===== config.mk =====
export PLATFORM = sky130hd
export DESIGN_NAME = preg_access_check
export DESIGN_NICKNAME = d
export VERILOG_FILES = /design/src/rtl/pac_pkg.sv /design/src/rtl/pac_scratch_rule.sv /design/src/rtl/pac_queue_rule.sv /design/src/rtl/pac_error_rule.sv /design/src/rtl/pac_resp_reg.sv /design/src/rtl/preg_access_check.sv
export SDC_FILE = /design/constraint.sdc
export NUM_CORES = 1
export LEC_CHECK = 0
export ABC_CLOCK_PERIOD_IN_PS = 1300
export BUFFER_PORTS_ARGS = -buffer_cell sky130_fd_sc_hd__buf_2
export CAP_MARGIN = 5
export CELL_PAD_IN_SITES_DETAIL_PLACEMENT = 0
export CELL_PAD_IN_SITES_GLOBAL_PLACEMENT = 1
export CORE_MARGIN = 2
export CORE_UTILIZATION = 37
export DETAILED_ROUTE_END_ITERATION = 16
export GPL_TIMING_DRIVEN = 1
export PLACE_DENSITY_LB_ADDON = 0.1
export SKIP_CTS_REPAIR_TIMING = 1
export SYNTH_ARGS = -nofsm -noshare
export SYNTH_HDL_FRONTEND = slang
export SYNTH_HIERARCHICAL = 1
export SYNTH_SLANG_ARGS = --single-unit

===== constraint.sdc =====
create_clock -name clk -period 1.3 [get_ports clk]
set_input_delay 0.26 -clock clk [delete_from_list [all_inputs] [get_ports clk]]
set_output_delay 0.26 -clock clk [all_outputs]
set_load 0.1 [all_outputs]

===== src/rtl/pac_pkg.sv =====
package pac_pkg;

  typedef enum logic [1:0] {
    SP_SCRATCH = 2'b00,
    SP_QUEUE   = 2'b01,
    SP_ERROR   = 2'b10,
    SP_UNUSED  = 2'b11
  } space_e;

  typedef enum logic [1:0] {
    VD_ALLOW = 2'd0,
    VD_DAX   = 2'd1,
    VD_PACT  = 2'd2
  } verdict_e;

  localparam logic [2:0] REASON_ILLEGAL_ID = 3'b101;
  localparam logic [1:0] CTX_PRIMARY       = 2'b00;

  // inclusive window test
  function automatic logic in_window(input logic [31:0] off,
                                     input logic [31:0] lo,
                                     input logic [31:0] hi);
    return (off >= lo) && (off <= hi);
  endfunction

  // any of the low nbits set
  function automatic logic low_bits_set(input logic [31:0] off,
                                        input int unsigned nbits);
    logic [31:0] mask;
    mask = (32'd1 << nbits) - 32'd1;
    return (off & mask) != 32'd0;
  endfunction

endpackage


===== src/rtl/pac_scratch_rule.sv =====
module pac_scratch_rule
  import pac_pkg::*;
#(
  parameter logic [31:0] SCR_TOP   = 32'h38,
  parameter logic [31:0] SCR_HP_LO = 32'h20,
  parameter logic [31:0] SCR_HP_HI = 32'h2F
) (
  input  logic [31:0] off,
  input  logic        hpriv,
  output verdict_e    vd,
  output logic        beyond_top,
  output logic        hp_window
);
  assign beyond_top = off > SCR_TOP;
  assign hp_window  = in_window(off, SCR_HP_LO, SCR_HP_HI);

  always_comb begin
    if (beyond_top || (hp_window && !hpriv)) vd = VD_DAX;
    else                                     vd = VD_ALLOW;
  end
endmodule


===== src/rtl/pac_queue_rule.sv =====
module pac_queue_rule
  import pac_pkg::*;
#(
  parameter logic [31:0] Q_LO      = 32'h3C0,
  parameter logic [31:0] Q_HI      = 32'h3F8,
  parameter int unsigned ALIGN_LOG = 4
) (
  input  logic [31:0] off,
  input  logic        priv,
  input  logic        hpriv,
  output verdict_e    vd,
  output logic        no_mode,
  output logic        outside,
  output logic        misalign
);
  assign no_mode  = !priv && !hpriv;
  assign outside  = !in_window(off, Q_LO, Q_HI);
  assign misalign = low_bits_set(off, ALIGN_LOG);

  always_comb begin
    if (no_mode)                         vd = VD_PACT;
    else if (outside)                    vd = VD_DAX;
    else if (misalign && !hpriv)         vd = VD_DAX;
    else                                 vd = VD_ALLOW;
  end
endmodule


===== src/rtl/pac_error_rule.sv =====
module pac_error_rule
  import pac_pkg::*;
(
  input  logic     priv,
  input  logic     hpriv,
  output verdict_e vd
);
  always_comb begin
    if (hpriv)     vd = VD_ALLOW;
    else if (priv) vd = VD_DAX;
    else           vd = VD_PACT;
  end
endmodule


===== src/rtl/pac_resp_reg.sv =====
module pac_resp_reg
  import pac_pkg::*;
#(
  parameter int OFF_W = 16
) (
  input  logic             clk,
  input  logic             rst_n,
  input  logic             vin,
  input  verdict_e         vd,
  input  logic [OFF_W-1:0] off,
  input  logic             wr,
  output logic             rsp_valid,
  output logic             rsp_allow,
  output logic             rsp_dax,
  output logic             rsp_priv_act,
  output logic             fsr_we,
  output logic [2:0]       fsr_reason,
  output logic [1:0]       fsr_ctx,
  output logic             fsr_side_eff,
  output logic [OFF_W-1:0] fsr_offset,
  output logic             fsr_write
);
  logic fault;
  assign fault = vin && (vd != VD_ALLOW);

  always_ff @(posedge clk or negedge rst_n) begin
    if (!rst_n) begin
      rsp_valid    <= 1'b0;
      rsp_allow    <= 1'b0;
      rsp_dax      <= 1'b0;
      rsp_priv_act <= 1'b0;
      fsr_we       <= 1'b0;
      fsr_reason   <= '0;
      fsr_ctx      <= '0;
      fsr_side_eff <= 1'b0;
      fsr_offset   <= '0;
      fsr_write    <= 1'b0;
    end else begin
      rsp_valid    <= vin;
      rsp_allow    <= vin && (vd == VD_ALLOW);
      rsp_dax      <= vin && (vd == VD_DAX);
      rsp_priv_act <= vin && (vd == VD_PACT);
      fsr_we       <= fault;
      fsr_reason   <= fault ? REASON_ILLEGAL_ID : 3'b000;
      fsr_ctx      <= CTX_PRIMARY;
      fsr_side_eff <= fault;
      fsr_offset   <= fault ? off : '0;
      fsr_write    <= fault && wr;
    end
  end
endmodule


===== src/rtl/preg_access_check.sv =====
module preg_access_check
  import pac_pkg::*;
#(
  parameter int          OFF_W     = 16,
  parameter logic [31:0] SCR_TOP   = 32'h38,
  parameter logic [31:0] SCR_HP_LO = 32'h20,
  parameter logic [31:0] SCR_HP_HI = 32'h2F,
  parameter logic [31:0] Q_LO      = 32'h3C0,
  parameter logic [31:0] Q_HI      = 32'h3F8,
  parameter int unsigned ALIGN_LOG = 4
) (
  input  logic             clk,
  input  logic             rst_n,
  input  logic             req_valid,
  input  logic [1:0]       req_space,
  input  logic [OFF_W-1:0] req_offset,
  input  logic             req_write,
  input  logic             mode_priv,
  input  logic             mode_hpriv,
  output logic             rsp_valid,
  output logic             rsp_allow,
  output logic             rsp_dax,
  output logic             rsp_priv_act,
  output logic             fsr_we,
  output logic [2:0]       fsr_reason,
  output logic [1:0]       fsr_ctx,
  output logic             fsr_side_eff,
  output logic [OFF_W-1:0] fsr_offset,
  output logic             fsr_write
);
  logic [31:0] off32;
  assign off32 = 32'(req_offset);

  // named per-rule events
  verdict_e vd_scr, vd_que, vd_err, vd_sel;
  logic scr_beyond, scr_hpwin;
  logic que_nomode, que_outside, que_misalign;

  pac_scratch_rule #(
    .SCR_TOP(SCR_TOP), .SCR_HP_LO(SCR_HP_LO), .SCR_HP_HI(SCR_HP_HI)
  ) u_scr (
    .off(off32), .hpriv(mode_hpriv), .vd(vd_scr),
    .beyond_top(scr_beyond), .hp_window(scr_hpwin)
  );

  pac_queue_rule #(
    .Q_LO(Q_LO), .Q_HI(Q_HI), .ALIGN_LOG(ALIGN_LOG)
  ) u_que (
    .off(off32), .priv(mode_priv), .hpriv(mode_hpriv), .vd(vd_que),
    .no_mode(que_nomode), .outside(que_outside), .misalign(que_misalign)
  );

  pac_error_rule u_err (
    .priv(mode_priv), .hpriv(mode_hpriv), .vd(vd_err)
  );

  always_comb begin
    unique case (space_e'(req_space))
      SP_SCRATCH: vd_sel = vd_scr;
      SP_QUEUE:   vd_sel = vd_que;
      SP_ERROR:   vd_sel = vd_err;
      default:    vd_sel = VD_DAX;
    endcase
  end

  pac_resp_reg #(.OFF_W(OFF_W)) u_resp (
    .clk(clk), .rst_n(rst_n), .vin(req_valid), .vd(vd_sel),
    .off(req_offset), .wr(req_write),
    .rsp_valid(rsp_valid), .rsp_allow(rsp_allow), .rsp_dax(rsp_dax),
    .rsp_priv_act(rsp_priv_act), .fsr_we(fsr_we), .fsr_reason(fsr_reason),
    .fsr_ctx(fsr_ctx), .fsr_side_eff(fsr_side_eff),
    .fsr_offset(fsr_offset), .fsr_write(fsr_write)
  );
endmodule


**After elaboration in Yosys (flattened, before gate mapping)**

Index checks and enable logic that the tools add are counted.

- Div/mod/pow operators: 0
- Equality and inequality tests: 4
- Reductions and logical operators: 17
- Mux-type cells: 9
- Add/subtract/negate cells: 0
- Shift-type cells: 0
- Bitwise operators: 0
- $mul: 0
- Order comparisons: 5

Operators by type and width:

| operator | count |
|---|---|
| nonzero test 32 bit | 1 |
| >= comparator 16 x 10 -> 1 bit (second input constant) | 1 |
| >= comparator 16 x 6 -> 1 bit (second input constant) | 1 |
| greater-than comparator 16 x 6 -> 1 bit (second input constant) | 1 |
| <= comparator 16 x 10 -> 1 bit (second input constant) | 1 |
| <= comparator 16 x 6 -> 1 bit (second input constant) | 1 |
| two-way mux 16 bit | 1 |
| logical AND 1 bit | 10 |
| two-way mux 2 bit | 4 |
| case mux 2 bit (3 select lines) | 1 |
| == test 2 x 1 -> 1 bit (second input constant) | 2 |
| == test 2 bit (second input constant) | 2 |
| logical NOT 2 bit | 2 |
| two-way mux 3 bit | 1 |
| logical NOT 1 bit | 2 |
| two-way mux 1 bit | 2 |
| nonzero test 2 bit | 1 |
| logical OR 1 bit | 1 |

- Latch bits: 0
- Input bits: 24
- Memories kept: 0
- Bits in read-only memories: 0
- Output and inout bits: 28
- Register bits after elaboration: 25
- Bits in writable memories: 0

**Logic depth before layout (Yosys ltp)**

Gate-level depths: netlist of the first run.

- Depth in word-level cells: 9
- Depth in mapped cells: 7
- Mapped depth without buffers: 6

**Modules after synthesis**

The synthesis of the first run kept the hierarchy.

Modules (own cells, without submodules):

| module | cells each | area each (um^2) | times used | sequential area each (um^2) |
|---|---|---|---|---|
| pac_resp_reg | 56 | 859.6 | 1 | 550.5 |
| pac_queue_rule | 18 | 137.6 | 1 | 0.0 |
| pac_scratch_rule | 19 | 122.6 | 1 | 0.0 |
| preg_access_check | 7 | 50.0 | 1 | 0.0 |
| pac_error_rule | 2 | 17.5 | 1 | 0.0 |

**Least setup slack after synthesis of the first run**

No wires, ideal clock.

- Kind: input port to flip-flop
- Start: input req_offset[1]
- End: register u_resp.fsr_offset[10]
- Buffers on the path: 1
- Arrival time: 1.518 ns
- Slack: -0.339 ns
- Cell stages on the path: 7
- Cells stage by stage: or4_4 nand2b_2 a41oi_2 nor2_1 mux2i_1 buf_6 o211a_1

- Cells in the longest elaborated chain, start to end: 9
- Elaborated cells between the ends (all ways): 19

RTL lines:

| item | RTL line | RTL |
|---|---|---|
| start, declared | preg_access_check.sv:16 | `input logic [OFF_W-1:0] req_offset,` |
| parallel branches: the longest is 3 deep, another holds >= comparator 16 x 10 -> 1 bit | - |  |
| two-way mux 2 bit * | pac_queue_rule.sv:22 | `else if (outside) vd = VD_DAX;` |
| two-way mux 2 bit * | pac_queue_rule.sv:21 | `if (no_mode) vd = VD_PACT;` |
| net vd_que[0] | preg_access_check.sv:35 | `verdict_e vd_scr, vd_que, vd_err, vd_sel;` |
| case mux 2 bit (3 select lines) * | preg_access_check.sv:58 | `unique case (space_e'(req_space))` |
| net vd_sel[0] | preg_access_check.sv:35 |  |
| nonzero test 2 bit * | pac_resp_reg.sv:24 | `assign fault = vin && (vd != VD_ALLOW);` |
| logical AND 1 bit * | pac_resp_reg.sv:24 |  |
| two-way mux 16 bit * | pac_resp_reg.sv:47 | `fsr_offset <= fault ? off : '0;` |
| end signal, assigned | pac_resp_reg.sv:47 |  |
| end, declared | pac_resp_reg.sv:20 | `output logic [OFF_W-1:0] fsr_offset,` |

Mark *: on every way through the listed nets, which the timed path passes.

**Worst setup path after layout of the first run**

- Start: input req_offset[1]
- End: register u_resp.fsr_offset[5]

Same word-level chain as after synthesis.

==> results.py, run 1 <==
metrics = {
    "finish": {
        "stdcell_count": 232,
        "mostFrequentLayoutCell": "conb_1",
        "most-common-layout-cells": "conb_1 (36), buf_12 (23), buf_2 (21), dfrtp_1 (21)",
        "area_delta_synth_final_pct": 75.00,
        "diodes": 0,
        "drive_gt1_share_pct": 43.09,
        "fillers": 242,
        "fin_area_um2": 2041,
        "multiInputGateArea_um2": 656.9,
        "fin_util_pct": 67.40,
        "nets": 213,
        "regArea_um2": 554.3,
    },
    "global_route": {
        "grt_util_met1_pct": 18.48,
        "gr-total-overflow": 0,
        "antenna_found_initial": 0,
        "grt_pass1_vias": 1084,
        "grtUsageTotal_pct": 16.80,
        "grt_pass1_wl_um": 4498,
        "gr-usage-met2_pct": 32.30,
        "grt.busiest_layer": "met2",
        "met3_usage_pct": 1.732,
        "grt_start_max_net_pins": 23,
    },
    "die": {
        "ios": 52,
        "die_height_um": 60.14,
        "design.core.area_um2": 3028,
        "die-area_um2": 3617,
        "std_cell_rows": 20,
        "initial_core_util_pct": 38.51,
        "die_w_um": 60.14,
    },
    "min_path": {
        "min_path_type": "in -> reg",
    },
    "critical_path": {
        "endpoint_kind": "flip-flop",
        "crit_chain": "buf_2 -> buf_4 -> nor3_1 -> a21o_1 -> a41oi_2 -> nor2_2 -> mux2i_2 -> buf_12 -> o211a_1",
        "worstPathRequired_ns": 1.49,
        "worstSetupStartpointType": "input pin",
        "cp.buffers_inverters": 3,
        "critPathTopFamily": "compound AO/OA/AOI/OAI gates",
        "cp_max_fo": 21,
        "slowest_stage": "nor3_1",
        "crit_type": "in -> reg",
        "cpPeakStageDelay_ns": 0.26,
        "worstPathArrival_ns": 1.66,
    },
    "job": {
        "maxCapViolations": 0,
    },
    "power_and_ir_drop": {
        "ir_worst_vdd_uv": 368.6,
        "seqPwrFrac_pct": 39.8,
        "power_mw": 1.919,
        "pwr-share-clk_pct": 16.0,
        "p_leak_nw": 1.103,
        "internal_power_mw": 1.141,
        "switching_power_uw": 777.2,
        "power_density_nw_per_um2": 940.2,
        "p_sw_share_pct": 40.51,
        "combPwrFrac_pct": 44.2,
    },
    "detailed_routing": {
        "drc_errors": 0,
        "viasPerCell": 4.603,
        "first_pass_iters": 4,
        "wirelength_um": 2927,
        "vias": 1068,
        "drtAntennaViolNets": 0,
        "initialDrtViolationCount": 28,
        "wire_per_inst_um": 12.62,
    },
    "clock_tree": {
        "cts-root-buf": "clkbuf_4",
        "cts.clk_slew.worst_paths_ns": 0.12,
        "cts_buffers": 3,
        "clockBufferDepth": 2,
        "htreeDepth": 1,
        "clock_sinks": 22,
        "cts_tree": "built",
    },
    "yosys": {
        "synthesis.area_um2": 1166,
        "synth_warnings": 6,
        "netlist_instances": 98,
        "avgSynthCellArea_um2": 11.90,
    },
    "timing": {
        "fin_crit_sh_pct": 113.7,
        "hold_viol_final": 0,
        "setup_viol": 21,
        "worst_slack_ns": -0.1776,
        "drv_slew": 0,
        "fmax_mhz": 676.8,
        "whs_ns": 0.2050,
        "fin_crit_ns": 1.478,
        "rsz0062_at_grt": "yes",
        "tns_ns": -3.024,
    },
    "placed_design": {
        "placed_area_um2": 1959,
        "port_buffers": 48,
        "dp_hpwl_um": 2321,
        "place_congestion": 0.7706,
        "dp_cells": 227,
        "place_ws_ns": -0.5502,
    },
    "status": {
        "status": "finished with violations",
        "violations": "setup timing",
    },
}
## power by group through the flow
| stage | combinational, mW | sequential [mW] | clock [mW] |
|---|---|---|---|
| finish | 0.847 | 0.764 | 0.307 |
| global route | 0.881 | 0.769 | 0.354 |
| CTS | 0.832 | 0.766 | 0.318 |
| detailed placement | 0.830 | 0.780 | 0 |
| global placement | 0.821 | 0.776 | 0 |
| floorplan | 0.238 | 1.05 | 0 |
## path summary, 6_finish.rpt
check                               from                        endpoint  slack, ns  cells after the start
max                        req_offset[1]  u_resp/fsr_offset[5]$_DFF_PN0_      -0.18                      9
min in group asynchronous          rst_n  u_resp/fsr_reason[0]$_DFF_PN0_       0.44                      2
max in group asynchronous          rst_n  u_resp/fsr_reason[0]$_DFF_PN0_       0.52                      2
min                            req_write      u_resp/fsr_write$_DFF_PN0_       0.21                      2
## state kept, by name, summed over array words and instances, names as in the netlist
| name | flops |
|---|---|
| u_resp/rsp_valid | 1 |
| u_resp/fsr_offset | 16 |
| u_resp/fsr_reason | 1 |
| u_resp/rsp_allow | 1 |
| u_resp/rsp_priv_act | 1 |
| u_resp/fsr_write | 1 |
| u_resp/rsp_dax | 1 |
## metal layers
metal	vias to the layer above	share of wire [%]
li1	513	-
met1	518	40
met2	33	56
met3	4	3.0
met4	0	1.3
met5	-	0
## final cells by class
class                      count  share of cell area (%)
timing repair buffer          67                   36.66
clock buffer                   4                   1.288
tap                           44                   2.698
multi-input combinational     95                   32.19
sequential                    22                   27.16
(Power assumes the default switching activity.)
==> inputs of run 2 (changes only) <==
- BUFFER_PORTS_ARGS: -buffer_cell sky130_fd_sc_hd__buf_2 -> not set
- CORE_UTILIZATION: 37 -> 49
- DONT_BUFFER_PORTS: not set -> 1
- GPL_TIMING_DRIVEN: 1 -> 0
==> run 2 against run 1 <==
Against the previous run: the run still ends with setup timing left; wire length decreased by 9.3%; largest power group is now registers; maximum frequency down 1.6%; core utilization decreased by 0.11 points.
==> results.py, run 2 (synthesis gave the netlist of run 1 again) <==
metrics = {
    "timing": {
        "whs_ns": 0.06293,
        "drv_slew": 0,
        "fin_crit_ns": 1.502,
        "hold_viol_final": 0,
        "setup_viol": 23,
        "rsz0062_at_grt": "yes",
        "max_slew.worst_pin.slew_ns": 0.9285,
        "fmax_mhz": 665.8,
        "slew_headroom_pct": 37.89,
        "worst_slack_ns": -0.2019,
        "tns_ns": -2.115,
        "fin_crit_sh_pct": 115.5,
    },
    "global_route": {
        "grt_pass1_wl_um": 3739,
        "gr-total-overflow": 0,
        "antenna_found_initial": 0,
        "grt_pass1_vias": 804,
        "grtUsageTotal_pct": 18.63,
        "grt_start_max_net_pins": 23,
    },
    "clock_tree": {
        "clockBufferDepth": 2,
        "cts_tree": "built",
        "cts.clk_slew.worst_paths_ns": 0.12,
        "cts_buffers": 3,
        "clock_sinks": 22,
        "cts-root-buf": "clkbuf_4",
        "htreeDepth": 1,
    },
    "power_and_ir_drop": {
        "power_mw": 1.734,
        "pwr-share-clk_pct": 21.3,
        "switching_power_uw": 719.8,
        "seqPwrFrac_pct": 60.7,
        "internal_power_mw": 1.015,
        "p_leak_nw": 0.7817,
        "p_sw_share_pct": 41.50,
        "combPwrFrac_pct": 18.0,
        "ir_worst_vdd_uv": 668.7,
        "power_density_nw_per_um2": 1154,
    },
    "critical_path": {
        "cp.buffers_inverters": 1,
        "worstSetupStartpointType": "flip-flop",
        "cp_max_fo": 4,
        "critPathTopFamily": "flip-flops",
        "endpoint_kind": "primary output",
        "worstPathArrival_ns": 1.24,
        "crit_chain": "buf_6",
        "slowest_stage": "dfrtp_4",
        "worstPathRequired_ns": 1.04,
        "cpPeakStageDelay_ns": 0.66,
        "crit_type": "reg -> out",
    },
    "status": {
        "violations": "setup timing",
        "status": "finished with violations",
    },
    "finish": {
        "most-common-layout-cells": "conb_1 (36), dfrtp_2 (21), o211a_1 (17), buf_4 (9), buf_6 (7)",
        "diodes": 0,
        "multiInputGateArea_um2": 684.4,
        "area_delta_synth_final_pct": 28.86,
        "mostFrequentLayoutCell": "conb_1",
        "drive_gt1_share_pct": 38.85,
        "largest_reg_flops": 16,
        "regArea_um2": 580.6,
        "fillers": 177,
        "fin_util_pct": 67.28,
        "nets": 164,
        "top_register": "u_resp/fsr_offset",
    },
    "die": {
        "die_height_um": 52.79,
        "ios": 52,
        "die_w_um": 52.79,
        "std_cell_rows": 17,
        "design.core.area_um2": 2233,
        "initial_core_util_pct": 52.21,
        "die-area_um2": 2786,
    },
    "min_path": {
        "min_path_type": "in -> reg",
    },
    "detailed_routing": {
        "initialDrtViolationCount": 16,
        "drtAntennaViolNets": 0,
        "vias": 892,
        "drc_errors": 0,
        "wirelength_um": 2654,
        "first_pass_iters": 4,
        "wire_per_inst_um": 15.89,
        "viasPerCell": 5.341,
    },
    "job": {
        "maxCapViolations": 0,
    },
    "placed_design": {
        "dp_hpwl_um": 1871,
        "place_congestion": 0.7186,
        "port_buffers": 0,
        "place_ws_ns": -0.4317,
    },
}
[run 2: cell types whose count changed in the layout (fill, tap and decap cells not counted), sizes merged]
cell	change
buf	-47
clkbuf	-3
dlygate4sd3	+1
[run 2: worst paths after layout]
check / to / cells after the start / startpoint
worst min-delay path: u_resp/fsr_offset[6]$_DFF_PN0_ / 1 / req_offset[6]
min in group asynchronous: u_resp/fsr_offset[4]$_DFF_PN0_ / 1 / rst_n
max in group asynchronous: u_resp/fsr_reason[0]$_DFF_PN0_ / 1 / rst_n
worst max-delay path: fsr_reason[0] / 1 / u_resp/fsr_reason[0]$_DFF_PN0_
[run 2: layout make-up]
type	instances	share of cell area (%)
repair buffers	4	2.831
clock buffers	4	2.415
multi-input cells	95	45.55
plain buffers	14	8.243
flip-flops and latches	22	38.63
well taps	28	2.331
[run 2: per-stage QoR]
step	instances	cell area (um2)
finish	167	1503
CTS	163	1370
global route	167	1503
detailed placement	159	1334
global placement	159	1334
floorplan	131	1299
[run 2: routing by layer]
layer | up-vias | GRT usage (%) | share of wire [%]
li1 | 416 | - | -
met1 | 435 | 24.01 | 41
met2 | 39 | 29.38 | 50
met3 | 2 | 4.286 | 7.8
met4 | 0 | 8.547 | 1.0
met5 | - | 0 | 0
[run 2: power groups by stage]
stage          combinational [mW]  clock (mW)  sequential, mW
2_1_floorplan               0.238           0            1.05
3_3_place_gp                0.254           0            1.05
3_5_place_dp                0.258           0            1.06
4_1_cts                     0.259       0.370            1.04
5_1_grt                     0.336       0.402            1.06
6_report                    0.312       0.369            1.05
